### src/rtl/utopia_dual_pkg.sv
package utopia_dual_pkg;
  parameter int BYTE_W     = 8;
  parameter int ADDR_W     = 5;
  parameter int N_PORTS    = 2;
  parameter int CELL_BYTES = 53;

  localparam int CH_W  = (N_PORTS > 1) ? $clog2(N_PORTS) : 1;
  localparam int POS_W = $clog2(CELL_BYTES);
  localparam logic [ADDR_W-1:0] NULL_ADDR = '1;

  typedef logic [BYTE_W-1:0] cell_byte_t;
  typedef logic [CH_W-1:0]   port_idx_t;
  typedef logic [POS_W-1:0]  cell_pos_t;
endpackage

### src/rtl/utp_port_sel.sv
module utp_port_sel
  import utopia_dual_pkg::*;
(
  input  logic                      clk,
  input  logic                      rst_n,
  input  logic                      active,
  input  logic                      level2,
  input  logic [N_PORTS*ADDR_W-1:0] port_addr,
  input  logic [ADDR_W-1:0]         bus_addr,
  input  logic                      enb_n,
  output logic                      sel_vld,
  output port_idx_t                 sel_idx,
  output logic                      poll_vld,
  output port_idx_t                 poll_idx
);
  logic [N_PORTS-1:0] hit;
  logic               hit_any;
  port_idx_t          hit_idx;

  for (genvar p = 0; p < N_PORTS; p++) begin : g_match
    assign hit[p] = (bus_addr == port_addr[p*ADDR_W +: ADDR_W]) && (bus_addr != NULL_ADDR);
  end

  // lowest index wins when addresses collide
  always_comb begin
    hit_any = |hit;
    hit_idx = '0;
    for (int p = N_PORTS - 1; p >= 0; p--)
      if (hit[p]) hit_idx = CH_W'(p);
  end

  always_ff @(posedge clk or negedge rst_n) begin
    if (!rst_n) begin
      sel_vld  <= 1'b0;
      sel_idx  <= '0;
      poll_vld <= 1'b0;
      poll_idx <= '0;
    end else if (!active) begin
      sel_vld  <= 1'b0;
      poll_vld <= 1'b0;
    end else if (!level2) begin
      sel_vld  <= 1'b1;
      sel_idx  <= '0;
      poll_vld <= 1'b1;
      poll_idx <= '0;
    end else begin
      poll_vld <= hit_any;
      poll_idx <= hit_idx;
      if (enb_n) begin
        sel_vld <= hit_any;
        sel_idx <= hit_idx;
      end
    end
  end


  sel_hold_chk: assert property (@(posedge clk) disable iff (!rst_n)
    (active && level2 && !enb_n) |=> $stable(sel_idx));


  fast_first_chk: assert property (@(posedge clk) disable iff (!rst_n)
    (active && level2 && enb_n && hit[0]) |=> (sel_vld && sel_idx == '0));
endmodule

### src/rtl/utp_rx_path.sv
module utp_rx_path
  import utopia_dual_pkg::*;
(
  input  logic                      clk,
  input  logic                      rst_n,
  input  logic                      active,
  input  logic                      enb_n,
  input  logic                      sel_vld,
  input  port_idx_t                 sel_idx,
  input  logic                      poll_vld,
  input  port_idx_t                 poll_idx,
  input  logic [N_PORTS-1:0]        rxq_cell,
  input  logic [N_PORTS-1:0]        rxq_valid,
  input  logic [N_PORTS*BYTE_W-1:0] rxq_data,
  output logic [N_PORTS-1:0]        rxq_ready,
  output cell_byte_t                rx_data,
  output logic                      rx_soc,
  output logic                      rx_clav,
  output logic                      rx_data_oe,
  output logic                      rx_clav_oe
);
  localparam cell_pos_t LAST_POS = POS_W'(CELL_BYTES - 1);

  cell_pos_t pos_q [N_PORTS];
  logic      at_start;
  logic      can_go;
  logic      go;

  assign at_start = (pos_q[sel_idx] == '0);
  assign can_go   = at_start ? rxq_cell[sel_idx] : rxq_valid[sel_idx];
  assign go       = active && !enb_n && sel_vld && can_go;

  for (genvar p = 0; p < N_PORTS; p++) begin : g_pos
    assign rxq_ready[p] = go && (sel_idx == CH_W'(p));
    always_ff @(posedge clk or negedge rst_n) begin
      if (!rst_n)            pos_q[p] <= '0;
      else if (rxq_ready[p]) pos_q[p] <= (pos_q[p] == LAST_POS) ? '0 : pos_q[p] + 1'b1;
    end
  end

  always_ff @(posedge clk or negedge rst_n) begin
    if (!rst_n) begin
      rx_data <= '0;
      rx_soc  <= 1'b0;
    end else begin
      rx_soc <= go && at_start;
      if (go) rx_data <= rxq_data[sel_idx*BYTE_W +: BYTE_W];
    end
  end

  assign rx_clav    = poll_vld && rxq_cell[poll_idx];
  assign rx_clav_oe = active && poll_vld;
  assign rx_data_oe = active && sel_vld;


  one_pop_chk: assert property (@(posedge clk) disable iff (!rst_n)
    $onehot0(rxq_ready));


  soc_needs_cell_chk: assert property (@(posedge clk) disable iff (!rst_n)
    rx_soc |-> $past(|(rxq_ready & rxq_cell)));
endmodule

### src/rtl/utp_tx_path.sv
module utp_tx_path
  import utopia_dual_pkg::*;
(
  input  logic               clk,
  input  logic               rst_n,
  input  logic               active,
  input  logic               enb_n,
  input  logic               sel_vld,
  input  port_idx_t          sel_idx,
  input  logic               poll_vld,
  input  port_idx_t          poll_idx,
  input  cell_byte_t         tx_data,
  input  logic               tx_soc,
  input  logic [N_PORTS-1:0] txq_space,
  output logic [N_PORTS-1:0] txq_valid,
  output cell_byte_t         txq_data,
  output logic               txq_sop,
  output logic               tx_clav,
  output logic               tx_clav_oe
);
  logic go;
  assign go = active && !enb_n && sel_vld;

  for (genvar p = 0; p < N_PORTS; p++) begin : g_push
    always_ff @(posedge clk or negedge rst_n) begin
      if (!rst_n) txq_valid[p] <= 1'b0;
      else        txq_valid[p] <= go && (sel_idx == CH_W'(p));
    end
  end

  always_ff @(posedge clk or negedge rst_n) begin
    if (!rst_n) begin
      txq_data <= '0;
      txq_sop  <= 1'b0;
    end else if (go) begin
      txq_data <= tx_data;
      txq_sop  <= tx_soc;
    end
  end

  assign tx_clav    = poll_vld && txq_space[poll_idx];
  assign tx_clav_oe = active && poll_vld;


  one_push_chk: assert property (@(posedge clk) disable iff (!rst_n)
    $onehot0(txq_valid));


  push_after_enb_chk: assert property (@(posedge clk) disable iff (!rst_n)
    (|txq_valid) |-> $past(!enb_n && active));
endmodule

### src/rtl/utopia_dual_phy.sv
module utopia_dual_phy
  import utopia_dual_pkg::*;
(
  input  logic                      clk,
  input  logic                      rst_n,
  input  logic                      cfg_enable,
  input  logic                      cfg_level2,
  input  logic                      cfg_tristate,
  input  logic [N_PORTS*ADDR_W-1:0] cfg_port_addr,
  input  logic [ADDR_W-1:0]         u_rx_addr,
  input  logic                      u_rx_enb_n,
  output logic [BYTE_W-1:0]         u_rx_data,
  output logic                      u_rx_soc,
  output logic                      u_rx_clav,
  output logic                      u_rx_data_oe,
  output logic                      u_rx_clav_oe,
  input  logic [ADDR_W-1:0]         u_tx_addr,
  input  logic                      u_tx_enb_n,
  input  logic [BYTE_W-1:0]         u_tx_data,
  input  logic                      u_tx_soc,
  output logic                      u_tx_clav,
  output logic                      u_tx_clav_oe,
  input  logic [N_PORTS-1:0]        rxq_cell,
  input  logic [N_PORTS-1:0]        rxq_valid,
  input  logic [N_PORTS*BYTE_W-1:0] rxq_data,
  output logic [N_PORTS-1:0]        rxq_ready,
  input  logic [N_PORTS-1:0]        txq_space,
  output logic [N_PORTS-1:0]        txq_valid,
  output logic [BYTE_W-1:0]         txq_data,
  output logic                      txq_sop
);
  logic      active;
  logic      rx_sel_vld, rx_poll_vld, tx_sel_vld, tx_poll_vld;
  port_idx_t rx_sel_idx, rx_poll_idx, tx_sel_idx, tx_poll_idx;

  assign active = cfg_enable && !cfg_tristate;

  utp_port_sel u_rx_sel (
    .clk(clk), .rst_n(rst_n), .active(active), .level2(cfg_level2),
    .port_addr(cfg_port_addr), .bus_addr(u_rx_addr), .enb_n(u_rx_enb_n),
    .sel_vld(rx_sel_vld), .sel_idx(rx_sel_idx),
    .poll_vld(rx_poll_vld), .poll_idx(rx_poll_idx));

  utp_port_sel u_tx_sel (
    .clk(clk), .rst_n(rst_n), .active(active), .level2(cfg_level2),
    .port_addr(cfg_port_addr), .bus_addr(u_tx_addr), .enb_n(u_tx_enb_n),
    .sel_vld(tx_sel_vld), .sel_idx(tx_sel_idx),
    .poll_vld(tx_poll_vld), .poll_idx(tx_poll_idx));

  utp_rx_path u_rx (
    .clk(clk), .rst_n(rst_n), .active(active), .enb_n(u_rx_enb_n),
    .sel_vld(rx_sel_vld), .sel_idx(rx_sel_idx),
    .poll_vld(rx_poll_vld), .poll_idx(rx_poll_idx),
    .rxq_cell(rxq_cell), .rxq_valid(rxq_valid), .rxq_data(rxq_data),
    .rxq_ready(rxq_ready), .rx_data(u_rx_data), .rx_soc(u_rx_soc),
    .rx_clav(u_rx_clav), .rx_data_oe(u_rx_data_oe), .rx_clav_oe(u_rx_clav_oe));

  utp_tx_path u_tx (
    .clk(clk), .rst_n(rst_n), .active(active), .enb_n(u_tx_enb_n),
    .sel_vld(tx_sel_vld), .sel_idx(tx_sel_idx),
    .poll_vld(tx_poll_vld), .poll_idx(tx_poll_idx),
    .tx_data(u_tx_data), .tx_soc(u_tx_soc), .txq_space(txq_space),
    .txq_valid(txq_valid), .txq_data(txq_data), .txq_sop(txq_sop),
    .tx_clav(u_tx_clav), .tx_clav_oe(u_tx_clav_oe));


  no_soc_while_float_chk: assert property (@(posedge clk) disable iff (!rst_n)
    ($past(cfg_tristate) && cfg_tristate) |-> !u_rx_soc);
endmodule

### config.mk
export PLATFORM = sky130hd
export DESIGN_NAME = utopia_dual_phy
export DESIGN_NICKNAME = d
export VERILOG_FILES = /design/src/rtl/utopia_dual_pkg.sv /design/src/rtl/utp_port_sel.sv /design/src/rtl/utp_rx_path.sv /design/src/rtl/utp_tx_path.sv /design/src/rtl/utopia_dual_phy.sv
export SDC_FILE = /design/constraint.sdc
export NUM_CORES = 1
export LEC_CHECK = 0
export ABC_AREA = 1
export CAP_MARGIN = 20
export CORE_MARGIN = 2
export CORE_UTILIZATION = 60
export CTS_CLUSTER_DIAMETER = 150
export DETAILED_ROUTE_END_ITERATION = 10
export DONT_BUFFER_PORTS = 1
export GPL_ROUTABILITY_DRIVEN = 0
export PLACE_DENSITY_LB_ADDON = 0.15
export SLEW_MARGIN = 40
export SYNTH_ARGS = -nofsm -noshare
export SYNTH_HDL_FRONTEND = slang
export SYNTH_SLANG_ARGS = --single-unit
### constraint.sdc
create_clock -name clk -period 1.9 [get_ports clk]
set_clock_uncertainty 0.15 [all_clocks]
set_input_delay 0.38 -clock clk [delete_from_list [all_inputs] [get_ports clk]]
set_output_delay 0.38 -clock clk [all_outputs]
set_load 0.01 [all_outputs]
# --- After elaboration in Yosys (flattened, before gate mapping) ---
# Cells that the tools add are included.
classes:
  reduce_logical: 28
  magnitude_cmp: 4
  n_eq_ne: 12
  n_addsub: 2
  n_bitwise: 3
  n_mux: 34
  shifts: 1
ops:
  columns: ["op", "n"]
  rows:
  - ["6-bit 2-to-1 mux", 5]
  - ["1-bit 2-to-1 mux", 29]
  - ["5-bit equality test", 4]
  - ["1-bit logical AND", 20]
  - ["16-bit by 5-bit indexed part select with 8-bit output", 1]
  - ["6-bit by 1-bit adder with 6-bit output (second input constant)", 2]
  - ["6-bit equality test (second input constant)", 2]
  - ["5-bit inequality test (second input constant)", 2]
  - ["6-bit logical NOT", 1]
  - ["1-bit by 2-bit < comparator with 1-bit output (second input constant)", 3]
  - ["3-bit inequality test (second input constant)", 2]
  - ["2-bit by 1-bit inequality test with 1-bit output (second input constant)", 2]
  - ["2-bit AND reduction", 2]
  - ["2-bit OR reduction", 2]
  - ["1-bit logical NOT", 3]
  - ["2-bit greater-or-equal comparator (second input constant)", 1]
  - ["1-bit inverter", 2]
  - ["1-bit inverter with 2-bit output", 1]
totals:
  regBits: 40
  elab_cells: 100
  inputBits: 58
  output_inout_bits: 27

# --- Depth between registers and ports, before layout ---
depth:
  ltp_word: 8
  mapped_depth: 12
  depth_no_buf: 10

# --- By module ---
# A second synthesis with hierarchy kept.
unflattened:
  hier_cells: 397
  hier_area_um2: 2713.9
by_module_without_submodules:
  columns: ["module", "n_inst", "seq_area_each_um2", "area_each_um2", "cells_each"]
  rows:
  - ["utp_rx_path", 1, 525.5, 1432.6, 205]
  - ["utp_port_sel", 2, 100.1, 391.6, 69]
  - ["utp_tx_path", 1, 275.3, 488.0, 52]
  - ["utopia_dual_phy", 1, 0.0, 10.0, 2]

# --- Least setup slack after synthesis ---
# OpenSTA, ideal clock, no wires.
synth_timing:
  kind: "in2out"
  from: "in cfg_enable"
  to: "out rxq_ready[0]"
  setup_slack_ns: 0.067
  t_arrival_ns: 1.303
  path_stages: 6
  required_ns: 1.370
  cell_sequence: "inv_1 -> or2_1 -> buf_6 -> nor3_4 -> nand4_1 -> inv_1"
synth_between:
  elab_chain_cells: 5
synth_rtl:
  columns: ["item", "line", "rtl"]
  rows:
  - ["start: declaration", "utopia_dual_phy.sv:6", "input logic cfg_enable,"]
  - ["1-bit logical AND", "utopia_dual_phy.sv:36", "assign active = cfg_enable && !cfg_tristate;"]
  - ["1-bit logical AND (3 in series)", "utp_rx_path.sv:31", "assign go = active && !enb_n && sel_vld && can_go;"]
  - ["1-bit logical AND", "utp_rx_path.sv:34", "assign rxq_ready[p] = go && (sel_idx == CH_W'(p));"]
  - ["end: declaration", "utopia_dual_phy.sv:26", "output logic [N_PORTS-1:0] rxq_ready,"]
# No other way between the ends.

# --- Worst setup path after layout ---
layout_timing:
  from: "reg u_rx_sel.sel_idx"
  to: "reg u_rx.rx_soc"
layout_between:
  elab_chain_cells: 8
layout_rtl:
  columns: ["item", "line", "rtl"]
  rows:
  - ["start: declaration", "utp_port_sel.sv:12", "output port_idx_t sel_idx,"]
  - ["start signal: assignment", "utp_port_sel.sv:51", "sel_idx <= hit_idx;"]
  - ["1-bit inverter with 2-bit output (not written as such)", "utp_rx_path.sv:29", "assign at_start = (pos_q[sel_idx] == '0);"]
  - ["6-bit 2-to-1 mux (not written as such) (3 in series)", "utp_rx_path.sv:29", null]
  - ["6-bit logical NOT", "utp_rx_path.sv:29", null]
  - ["1-bit 2-to-1 mux", "utp_rx_path.sv:30", "assign can_go = at_start ? rxq_cell[sel_idx] : rxq_valid[sel_idx];"]
  - ["1-bit logical AND", "utp_rx_path.sv:31", null]
  - ["1-bit logical AND (*)", "utp_rx_path.sv:46", "rx_soc <= go && at_start;"]
  - ["end signal: assignment", "utp_rx_path.sv:46", null]
  - ["end: declaration", "utp_rx_path.sv:17", "output logic rx_soc,"]
# Every way passes the cells marked *; elsewhere a longest branch is shown, timed or not. The select of a mux whose other input is x is not followed.
# A chain may end at the register's enable or synchronous reset.

==> impl_summary.log <==
[metrics] run status: finished with violations
[metrics] violations in the final reports: negative setup slack
[metrics] overall die width: between 60 and 70 um
[metrics] most instantiated flip-flop cell in the synthesis netlist: dfrtp_1
[metrics] Max-slew headroom: 0.6191
[metrics] Die Height: 69.02 um
[metrics] global-route wire length before repair: just over 9000 um
[metrics] detail-routed net length per standard cell: about 13 um
[metrics] YS warnings: 0
[metrics] cell type with the highest occurrence count on the critical path: buf_4
[metrics] DRC violation total after the first TritonRoute iteration: roughly 190
[metrics] setup violation total in the final timing report: 3
[metrics] clk sinks: 40
[metrics] Cells on Worst Hold Path: 2
[metrics] Synth async-reset ratio: 1.000
[metrics] largest buffer count on any clock path: 2
[metrics] cell area after layout: approximately 3000 sq um
[metrics] residual antenna-violating net count after detailed routing: 0
[metrics] start-to-end type of the worst setup path: reg2reg
[metrics] full die area: between 4000 and 5000 sq um
[metrics] max incr delay on CP: roughly 0.43 ns
[metrics] latest clock arrival within the worst-skew pair: roughly 0.3 ns
[metrics] endpoint of the worst hold path: u_tx.txq_data[7]$_DFFE_PN0N_
[metrics] number of detailed-route iterations in the first pass: 5
[metrics] Boundary Pins: 85
[metrics] portion of the post-synthesis area used by sequential elements: 0.3947
[metrics] number of pins exceeding their max-slew limit in the final report: 0
[metrics] total power of the final layout: 2189 uW
[metrics] R2R cell count: 14
[metrics] sum of overflow across all layers after global routing: 0
[metrics] # Max-Cap Violations: 0
[metrics] Synth Net Count: ~400
[metrics] arrival time of data at the critical path endpoint: 2.10 ns
[metrics] mean number of vias per cell: between 5 and 6
[metrics] number of CTS-inserted buffers: 5
[metrics] minimum clock period after layout: between 2 and 2.5 ns
[metrics] Static Leak: between 0.0015 and 0.002 uW
[metrics] std cell rows: 23
[metrics] clock transition at the registers of the reported paths: approximately 0.10 ns
[metrics] final critical-path share of the clock period: 1.079
[metrics] actual slew at the worst max-slew pin: 0.5669 ns
[metrics] initial antenna violation count: 0
[metrics] critical path data required time: 1.95 ns
[metrics] number of synthesized register bits: 40
[metrics] Max IR drop VDD: 0.6933 mV
[metrics] share of cells above drive strength 1: 0.1952
[metrics] minimum setup slack in the final design: -0.1497 ns
[metrics] initial core utilization: 0.6295
[metrics] cell-by-cell trace of the critical path: clkinv_4, nand2_4, nor2_1, nand2_1, nand2_2, buf_4, buf_4, buf_4, buf_4, buf_4, buf_4, buf_4, nand2_1, inv_1
[metrics] worst setup slack for register-to-register paths: -0.15 ns
[metrics] vias after detailed routing: about 2200
[metrics] beginning of the worst hold path: u_tx_data[7]
[metrics] nature of the critical path endpoint: register
[metrics] diode count: 0
[metrics] number of standard cells after synthesis: ~340
[metrics] Core Footprint: around 4000 sq um
[metrics] Power Density: between 700 and 800 nW/um^2
[metrics] RSZ-0062 raised after global routing: true
[metrics] # nets final: roughly 440
[metrics] Worst path slowest cell: dfrtp_2
[metrics] proportion of netlist area held by the largest area contributor: 0.3947
[metrics] GRT Overall Usage: 0.2389
[metrics] peak fanout along the critical path: 6
[metrics] largest net degree at the start of global routing: 41
[metrics] cell area after technology mapping: roughly 2500 sq um
[metrics] hold crit path type: in2reg
[metrics] reg-to-reg critical path endpoint: u_rx.rx_soc$_DFF_PN0_
[metrics] maximum level of the CTS H-tree: 2
[metrics] layout overhead on the synthesized area: 16.43%
[metrics] leading post-synthesis cells by cell area: dfrtp_1 39%, nand2_1 16%, inv_1 5.2%
[metrics] via count of the first global-routing pass: approximately 2200
[metrics] fmax: slightly below 500 MHz
[metrics] quantity of I/O buffers inserted on ports: 0
[metrics] remaining design rule violation count: 0
[metrics] EDFF count, synth: 0
[metrics] fill cell total of the finished layout: ~320
[metrics] Placement Cell Area: around 2600 sq um
[metrics] launching point of the worst reg2reg path: u_rx_sel.sel_idx$_DFFE_PN0P_
[metrics] estimated wirelength of the detail-placed design: slightly below 4000 um
[metrics] TritonCTS clock tree: yes
[metrics] nature of the critical path startpoint: register
[metrics] dominant cell type by area after synthesis: dfrtp_1
[metrics] mean area per synthesized cell: roughly 7.5 sq um
[metrics] root cell of the clock tree: clkbuf_8
[metrics] Routed Wire Length: between 5000 and 6000 um
[metrics] count of unique library cells instantiated by Yosys: 30
[metrics] number of hold violations in the final report: 0
==> worst max-delay path, delay by kind of cell (launching register included) <==
family	cells	cell delay, ns
buf+inv	9	1.01
flops	1	0.43
simple gates	5	0.38
==> registers in the layout, indices dropped and copies added (netlist names) <==
| signal | flops |
|---|---|
| u_tx.txq_valid | 2 |
| u_rx_sel.sel_vld | 1 |
| u_tx_sel.sel_idx | 1 |
| u_rx_sel.poll_idx | 1 |
| u_tx.txq_sop | 1 |
| u_tx_sel.poll_vld | 1 |
| u_tx_sel.sel_vld | 1 |
| u_rx.rx_soc | 1 |
| u_rx.rx_data | 8 |
| u_tx_sel.poll_idx | 1 |
| u_rx_sel.sel_idx | 1 |
| u_tx.txq_data | 8 |
| u_rx.pos_q | 12 |
| u_rx_sel.poll_vld | 1 |
==> where the power goes <==
part	total [uW]	internal, uW	switching, uW
clock	725	396	329
sequential	1030	936	92.2
combinational	436	219	217
==> how the worst max path moves through the flow <==
stage,endpoint,from,cells past startpoint
after global routing,rxq_ready[0],u_rx.pos_q[4]$_DFFE_PN0P_,8
after CTS,rxq_ready[1],u_rx_sel.sel_idx$_DFFE_PN0P_,8
after floorplan,rxq_ready[0],cfg_enable,6
final,u_rx.rx_soc$_DFF_PN0_,u_rx_sel.sel_idx$_DFFE_PN0P_,14
after global placement,rxq_ready[1],u_rx_sel.sel_idx$_DFFE_PN0P_,8
after detailed placement,rxq_ready[1],u_rx_sel.sel_idx$_DFFE_PN0P_,8
==> cells in the final DEF, fill, tap and decap left out, types with 2 or more instances in the layout <==
master and count:
xnor2_1 12, nand4_1 10, o21ai_2 8, o22ai_1 2
buf_12 2, nand3_2 3, nor2_1 31, buf_4 33
mux2i_1 8, nand3_1 26, nand2_2 5, dfrtp_2 2
ha_1 4, nor3_1 3, clkbuf_8 5, dfrtp_1 38
nand2_1 109, nand2_4 2, a21oi_1 9, xor2_1 6
o21ai_0 6, inv_2 6, inv_1 30, and2_1 2
==> cell usage after synthesis, types with 4 or more instances <==
library cell,number
dfrtp_1,40
inv_1,35
o21ai_0,7
buf_6,4
o21ai_2,8
xor2_1,6
a21oi_1,9
nand2_1,111
nor2_1,31
nand3_1,26
xnor2_1,12
mux2i_1,8
ha_1,4
nand4_1,10
nand2_2,5
==> per-stage QoR <==
stage | setup slack [ns] | hold slack [ns] | setup TNS (ns) | utilization | cells
floorplan | 0.06715 | -0.06559 | 0 | - | 339
global placement | 0.2075 | -0.06478 | 0 | 0.6460 | 389
detailed placement | 0.1567 | -0.06470 | 0 | 0.6460 | 389
CTS | -0.08617 | 0.03531 | -0.1789 | 0.7180 | 418
global route | -0.2106 | 0.02357 | -0.9802 | 0.7329 | 424
finish | -0.1497 | 0.04429 | -0.3711 | 0.7329 | 424
==> timing repair <==
| item | 4_1_cts | 5_1_grt |
|---|---|---|
| pin swaps | 6 | 7 |
| endpoints found under the setup margin | 2 | 7 |
| resized for setup | 4 | 9 |
| endpoints found under the hold margin | 40 | 0 |
| buffers inserted | 19 | 6 |
| hold buffers | 2 | 0 |
==> cell families after synthesis <==
family | after synthesis | share of synthesized area
AO/OA/AOI/OAI | 26 | 0.06413
XOR/XNOR | 18 | 0.06216
adder cells (fa/ha/maj) | 4 | 0.01973
buffers and inverters | 47 | 0.08831
flip-flops | 40 | 0.3947
multiplexers | 8 | 0.03158
AND/OR/NAND/NOR | 196 | 0.3394
==> per-layer routing <==
layer,wire length (um),up-vias,GRT usage,share of wire
met2,2911,68,0.4167,0.51
met5,0,-,0,0
li1,-,1142,-,-
met1,2440,1034,0.2876,0.43
met3,302,4,0.07018,0.053
met4,37,0,0.06318,0.0065
==> cell type report <==
class | instances | area (sq um) | share of cell area
clock buffers | 5 | 68.82 | 0.02331
clock inverters | 3 | 46.29 | 0.01568
inverters | 38 | 147.6 | 0.05000
multi-input cells | 252 | 1326 | 0.4492
flip-flops and latches | 40 | 1003 | 0.3398
well taps | 50 | 62.56 | 0.02119
repair buffers | 36 | 297.8 | 0.1008
No activity file was read; power rests on OpenSTA's default activity.
